===== config.mk =====
export PLATFORM = sky130hd
export DESIGN_NAME = scroll_scan_gen
export DESIGN_NICKNAME = d
export VERILOG_FILES = /design/src/rtl/scroll_scan_pkg.sv /design/src/rtl/scroll_scan_start.sv /design/src/rtl/scroll_scan_seq.sv /design/src/rtl/scroll_scan_levels.sv /design/src/rtl/scroll_scan_gen.sv
export SDC_FILE = /design/constraint.sdc
export NUM_CORES = 1
export LEC_CHECK = 0
export BUFFER_PORTS_ARGS = -buffer_cell sky130_fd_sc_hd__buf_2
export CAP_MARGIN = 20
export CORE_MARGIN = 2
export CORE_UTILIZATION = 26
export CTS_BUF_LIST = sky130_fd_sc_hd__clkbuf_16
export DETAILED_ROUTE_END_ITERATION = 16
export GPL_TIMING_DRIVEN = 0
export PLACE_DENSITY = 0.54
export SETUP_SLACK_MARGIN = 0.3
export SLEW_MARGIN = 20
export SYNTH_ARGS = -nofsm -noshare
export SYNTH_HDL_FRONTEND = slang
export SYNTH_SLANG_ARGS = --single-unit

===== constraint.sdc =====
create_clock -name clk -period 4.78 [get_ports clk]
set_input_delay 0.717 -clock clk [delete_from_list [all_inputs] [get_ports clk]]
set_output_delay 0.717 -clock clk [all_outputs]
set_load 0.03 [all_outputs]

===== src/rtl/scroll_scan_pkg.sv =====
`timescale 1ns/1ps
package scroll_scan_pkg;

    typedef enum logic [0:0] {
        ST_GRAPHIC = 1'b0,
        ST_ICON    = 1'b1
    } scan_state_e;

    typedef enum logic [2:0] {
        LV_VSS = 3'd0,
        LV_V0  = 3'd1,
        LV_V1  = 3'd2,
        LV_V2  = 3'd3,
        LV_V3  = 3'd4,
        LV_V4  = 3'd5
    } drive_level_e;

    // Lines per frame for a duty strap setting, given the graphic row count.
    function automatic int unsigned frame_lines(input logic [1:0] sel,
                                                input int unsigned rows);
        if (sel[1])
            return rows + 1;
        else if (sel[0])
            return (rows * 3) / 4 + 1;
        else
            return rows / 2 + 1;
    endfunction

endpackage


===== src/rtl/scroll_scan_start.sv =====
`timescale 1ns/1ps
module scroll_scan_start #(
    parameter int ROW_W = 6
) (
    input  logic             clk,
    input  logic             rst_n,
    input  logic             start_wr,
    input  logic [ROW_W-1:0] start_val,
    output logic [ROW_W-1:0] start_q
);

    always_ff @(posedge clk or negedge rst_n) begin
        if (!rst_n)
            start_q <= '0;
        else if (start_wr)
            start_q <= start_val;
    end

    // the offset changes only on a write strobe
    p_start_hold_r1: assert property (@(posedge clk) disable iff (!rst_n)
        !start_wr |=> $stable(start_q));

endmodule


===== src/rtl/scroll_scan_seq.sv =====
`timescale 1ns/1ps
module scroll_scan_seq
    import scroll_scan_pkg::*;
#(
    parameter int ROW_W = 6,
    localparam int IDX_W    = ROW_W + 1,
    localparam int GFX_ROWS = 1 << ROW_W
) (
    input  logic             clk,
    input  logic             rst_n,
    input  logic             line_tick,
    input  logic [1:0]       duty_sel,
    input  logic [ROW_W-1:0] start_q,
    output logic [IDX_W-1:0] line_idx,
    output logic [ROW_W-1:0] row_ctr,
    output logic             frame_m,
    output logic             icon_active
);

    scan_state_e      state_q, state_d;
    logic [IDX_W-1:0] last_idx;
    logic             frame_end;
    logic             enter_icon;

    always_comb begin
        last_idx   = IDX_W'(frame_lines(duty_sel, GFX_ROWS) - 1);
        frame_end  = line_tick && (line_idx >= last_idx);
        enter_icon = line_tick && !frame_end && duty_sel[1]
                     && (line_idx == IDX_W'(GFX_ROWS - 1));
    end

    // Next-state logic
    always_comb begin
        state_d = state_q;
        unique case (state_q)
            ST_GRAPHIC: if (enter_icon) state_d = ST_ICON;    // GRAPHIC_TO_ICON
            ST_ICON:    if (frame_end)  state_d = ST_GRAPHIC; // ICON_TO_GRAPHIC
        endcase
    end

    // State register
    always_ff @(posedge clk or negedge rst_n) begin
        if (!rst_n)
            state_q <= ST_GRAPHIC;
        else
            state_q <= state_d;
    end

    // Scan counters and frame polarity
    always_ff @(posedge clk or negedge rst_n) begin
        if (!rst_n) begin
            line_idx <= '0;
            row_ctr  <= '0;
            frame_m  <= 1'b0;
        end else if (frame_end) begin
            line_idx <= '0;
            row_ctr  <= start_q;
            frame_m  <= ~frame_m;
        end else if (line_tick) begin
            line_idx <= line_idx + 1'b1;
            row_ctr  <= row_ctr + 1'b1;
        end
    end

    assign icon_active = (state_q == ST_ICON);

    // inside a frame the row counter steps by one, modulo the graphic rows
    p_row_step_r2: assert property (@(posedge clk) disable iff (!rst_n)
        (line_tick && !frame_end) |=> (row_ctr == $past(row_ctr) + 1'b1));

    // a new frame loads the stored offset and restarts the index
    p_frame_load_r2: assert property (@(posedge clk) disable iff (!rst_n)
        frame_end |=> (row_ctr == $past(start_q)) && (line_idx == '0));

    // the scan index never passes the icon slot
    p_idx_bound_r4: assert property (@(posedge clk) disable iff (!rst_n)
        line_idx <= IDX_W'(GFX_ROWS));

    // polarity flips at the frame boundary and nowhere else
    p_m_flip_r5: assert property (@(posedge clk) disable iff (!rst_n)
        frame_end |=> (frame_m != $past(frame_m)));
    p_m_hold_r5: assert property (@(posedge clk) disable iff (!rst_n)
        !frame_end |=> $stable(frame_m));

    // no line tick, no movement
    p_hold_r11: assert property (@(posedge clk) disable iff (!rst_n)
        !line_tick |=> $stable(line_idx) && $stable(row_ctr));

endmodule


===== src/rtl/scroll_scan_levels.sv =====
`timescale 1ns/1ps
module scroll_scan_levels
    import scroll_scan_pkg::*;
(
    input  logic       frame_m,
    input  logic       com_sel,
    input  logic       seg_bit,
    input  logic       reverse_en,
    input  logic       power_save,
    output logic [2:0] com_level,
    output logic [2:0] seg_level
);

    drive_level_e com_lv, seg_lv;
    logic         seg_on;

    always_comb begin
        seg_on = seg_bit ^ reverse_en;
        if (power_save) begin
            com_lv = LV_VSS;
            seg_lv = LV_VSS;
        end else begin
            unique case ({com_sel, frame_m})
                2'b11:   com_lv = LV_VSS;
                2'b10:   com_lv = LV_V0;
                2'b01:   com_lv = LV_V1;
                default: com_lv = LV_V4;
            endcase
            unique case ({seg_on, frame_m})
                2'b11:   seg_lv = LV_V0;
                2'b10:   seg_lv = LV_VSS;
                2'b01:   seg_lv = LV_V2;
                default: seg_lv = LV_V3;
            endcase
        end
    end

    assign com_level = com_lv;
    assign seg_level = seg_lv;

endmodule


===== src/rtl/scroll_scan_gen.sv =====
`timescale 1ns/1ps
module scroll_scan_gen #(
    parameter int ROW_W = 6,
    localparam int IDX_W    = ROW_W + 1,
    localparam int GFX_ROWS = 1 << ROW_W
) (
    input  logic             clk,
    input  logic             rst_n,
    input  logic             line_tick,
    input  logic             start_wr,
    input  logic [ROW_W-1:0] start_val,
    input  logic [1:0]       duty_sel,
    input  logic             reverse_en,
    input  logic             power_save,
    input  logic [IDX_W-1:0] watch_com,
    input  logic             seg_bit,
    output logic [IDX_W-1:0] row_addr,
    output logic [IDX_W-1:0] scan_idx,
    output logic             frame_m,
    output logic [2:0]       com_level,
    output logic [2:0]       seg_level
);

    logic [ROW_W-1:0] start_q;
    logic [ROW_W-1:0] row_ctr;
    logic             icon_active;

    scroll_scan_start #(.ROW_W(ROW_W)) u_start (
        .clk       (clk),
        .rst_n     (rst_n),
        .start_wr  (start_wr),
        .start_val (start_val),
        .start_q   (start_q)
    );

    scroll_scan_seq #(.ROW_W(ROW_W)) u_seq (
        .clk         (clk),
        .rst_n       (rst_n),
        .line_tick   (line_tick),
        .duty_sel    (duty_sel),
        .start_q     (start_q),
        .line_idx    (scan_idx),
        .row_ctr     (row_ctr),
        .frame_m     (frame_m),
        .icon_active (icon_active)
    );

    // The icon row sits above the graphic rows and ignores the scroll counter
    assign row_addr = icon_active ? IDX_W'(GFX_ROWS) : {1'b0, row_ctr};

    scroll_scan_levels u_levels (
        .frame_m    (frame_m),
        .com_sel    (watch_com == scan_idx),
        .seg_bit    (seg_bit),
        .reverse_en (reverse_en),
        .power_save (power_save),
        .com_level  (com_level),
        .seg_level  (seg_level)
    );

    // the icon slot always fetches the fixed icon row
    p_icon_row_r3: assert property (@(posedge clk) disable iff (!rst_n)
        (scan_idx == IDX_W'(GFX_ROWS)) |-> (row_addr == IDX_W'(GFX_ROWS)));

    // a common output never takes a segment-only level
    p_com_range_r6: assert property (@(posedge clk) disable iff (!rst_n)
        (com_level != 3'd3) && (com_level != 3'd4));

    // power save parks every output on VSS
    p_save_vss_r9: assert property (@(posedge clk) disable iff (!rst_n)
        power_save |-> (com_level == 3'd0) && (seg_level == 3'd0));

endmodule


==> run_results.csv <==
group,metric,value,unit
timing,fmax,430,MHz
die,fp.dieH,73.8,um
critical_path,rrSetupSlack,2.84,ns
global_routing,grt_usage,11.8,%
pwr,power_density,562,mW/mm^2
drt,drc,0,
worst_hold_path,hp-class,"input port to asynchronous set/reset pin",
placement,port_buffers,41,
clock_tree,clk_pin_slew,0.06,ns
timing,tightest_slew,0.483,ns
pwr,peakVddDrop,0.000298,V
timing,hold_violations,0,
timing,fin_crit,2.32,ns
critical_path,critPathLaunchType,"input port",
yosys,synth_area,0.00127,mm^2
timing,finalClockSkew,0.00242,ns
pwr,clkPwrFrac,19.2,%
pwr,leakagePower,0.811,nW
pwr,power.switching,407,uW
global_routing,antenna_found_initial,0,
timing,slew_headroom,67.8,%
clock_tree,cts_resized,0,
clock_tree,hold_buffers,0,
critical_path,r2r_cells,7,
yosys,synthMuxAreaShare,10.9,%
yosys,ys_warn_count,0,
yosys,yosys-top-cells-count,"21 x dfrtp_1, 12 x nor2_1, 11 x inv_1, 7 x mux2i_1, 7 x nand2_1",
drt,vias_per_cell,4.63,
yosys,async_flop_share,100,%
yosys,synth_top_area_share,41.5,%
clock_tree,clock-sinks,21,
timing,grt_setup_unrepaired,"no",
die,die-area,0.00544,mm^2
clock_tree,htree_levels,1,
global_routing,grt_pass1_wl,4950,um
pwr,combPwrFrac,47.7,%
yosys,avgSynthCellArea,9.67,um^2
timing,worst_slack,2.46,ns
die,row_count,25,
timing,setup-violations-final,0,
clock_tree,numCtsBuffers,3,
global_routing,overflow,0,
pwr,p_seq_share,33.1,%
placement,place_hpwl,2210,um
global_routing,grtUsageMet1,15.4,%
clock_tree,cts_root_buf,"clkbuf_16",
die,core-area,0.00472,mm^2
yosys,ys.flop_type,"dfrtp_1",
yosys,synth_fa_ha_area_share,5.93,%
pwr,intPower,512,uW
global_routing,grt_max_degree,22,
yosys,synth_largest_area_cell,"dfrtp_1",
finish,drive_above_1_share,30.7,%
finish,diodes,0,
global_routing,grt_pass1_vias,1089,
critical_path,crit_arrival,1.61,ns
run_status,status,"completed",
pwr,p_sw_share,44.3,%
yosys,synth_edf_count,0,
yosys,synth_cell_type_count,35,
yosys,synth_area_leaders,"dfrtp_1 42%, ha_1 5.9%, mux2i_1 5.5%",
global_routing,grt.busiest_layer,"met2",
clock_tree,cts_tree,"built",
yosys,synth_seq_area_share,41.5,%
timing,tns,0,ns
run,maxCapViolations,0,
yosys,synthCells,131,
die,io_pins,43,
yosys,synthXorXnorAreaFrac,6.92,%
critical_path,cp.required,4.06,ns
drt,vias,1125,
yosys,synth_compound_area_share,11.1,%
yosys,yosys.area_share.simple,17.7,%
yosys,synth_top_family_by_area,"simple AND/OR/NAND/NOR gates",
critical_path,worstPathMaxFanout,2,
die,die_w,73.8,um
finish,area_delta_synth_final,29.1,%
drt,ant_nets,0,
finish,final_util,34.6,%
drt,routed_wl,2920,um
global_routing,grtUsageMet3,2.74,%
timing,maxSlewViolCount,0,
yosys,synth-seq-cells,21,
critical_path,path_class,"input port to output port",
timing,fin_crit_sh,48.6,%
global_routing,grt_util_met2,19.9,%
yosys,syn_nets,159,
placement,gp_congestion,0.749,
critical_path,endpoint_kind,"output port",
clock_tree,clk_latency,0.25,ns
clock_tree,post_cts_buffers,0,
finish,nets,205,
yosys,synth.most_common_cell,"dfrtp_1",
critical_path,r2r-start,"u_seq.line_idx[4]",
die,start_util,26.8,%
critical_path,worstReg2RegEnd,"u_seq.frame_m",
drt,drtPass1Iterations,4,
placement,place_ws,2.42,ns
drt,wl_per_cell,12.0,um
clock_tree,clockBufferDepth,2,
drt,dr.first_iter.drc_count,49,
==> registers in the layout, summed over array words and instances, names as in the netlist <==
signal and flops:
u_seq.frame_m 1, u_seq.icon_active 1, u_seq.line_idx 7, u_seq.row_ctr 6
u_start.start_q 6
==> final cells by class <==
type,instances,area [um^2]
clock buffers,3,75.1
multi-input cells,93,664
fillers,500,3090
plain buffers,6,35.0
well taps,67,83.8
flip-flops and latches,21,526
repair buffers,41,205
inverters,11,41.3
clock inverters,1,3.75
==> placed cells by master (no fill, tap or decap), types with 3 or more instances in the layout <==
cell	Yosys	layout
xnor2_1	6	6
mux2i_1	7	7
inv_1	11	12
clkbuf_1	3	3
a21oi_1	3	3
dfrtp_1	21	21
nor2b_1	3	3
mux2_2	6	6
nor3_1	3	3
a22oi_1	4	4
nor2_1	12	12
clkbuf_16	0	3
and3_1	4	4
ha_1	6	6
xor2_1	4	4
nand3_1	3	3
buf_2	1	42
nand2_1	7	7
o21ai_1	5	5
==> cell families after synthesis <==
logic type / Yosys count
AO/OA/AOI/OAI: 21
XOR/XNOR: 10
adder cells (fa/ha/maj): 6
buffers and inverters: 17
flip-flops: 21
multiplexers: 13
AND/OR/NAND/NOR: 43
==> layer usage <==
metal / wire length (um) / part of all wire (%)
met2: 1260 / 43
met4: 23 / 0.79
met5: 0 / 0
met3: 178 / 6.1
met1: 1460 / 50
==> critical path, cell delays in order <==
cell and delay [ns]:
buf_2 0.10, xnor2_1 0.14, nand4_1 0.11, nor4_1 0.28, nor3_1 0.07, buf_2 0.18
==> worst max-delay path by stage <==
stage / startpoint / to / slack (ns)
floorplan: watch_com[2] / com_level[2] / 2.44
global placement: watch_com[5] / com_level[2] / 2.43
detailed placement: watch_com[0] / com_level[2] / 2.42
CTS: watch_com[0] / com_level[2] / 2.41
global route: watch_com[1] / com_level[2] / 2.32
finish: watch_com[0] / com_level[2] / 2.46
==> power by group through the flow <==
stage          Clock (mW)  Combinational [mW]  Sequential [mW]
2_1_floorplan           0               0.283            0.338
3_5_place_dp            0               0.443            0.306
4_1_cts             0.182               0.444            0.304
6_report            0.176               0.438            0.304
3_3_place_gp            0               0.439            0.305
5_1_grt             0.192               0.486            0.315
==> through the flow <==
step	std cells	hold WS, ns	instance area (um^2)	total power [mW]
after floorplan	131	0.421	1270	0.621
after global placement	239	0.497	1560	0.744
after detailed placement	239	0.502	1560	0.749
after CTS	243	0.436	1630	0.930
after global routing	243	0.460	1630	0.992
final	243	0.415	1630	0.919
(Power assumes the default switching activity.)
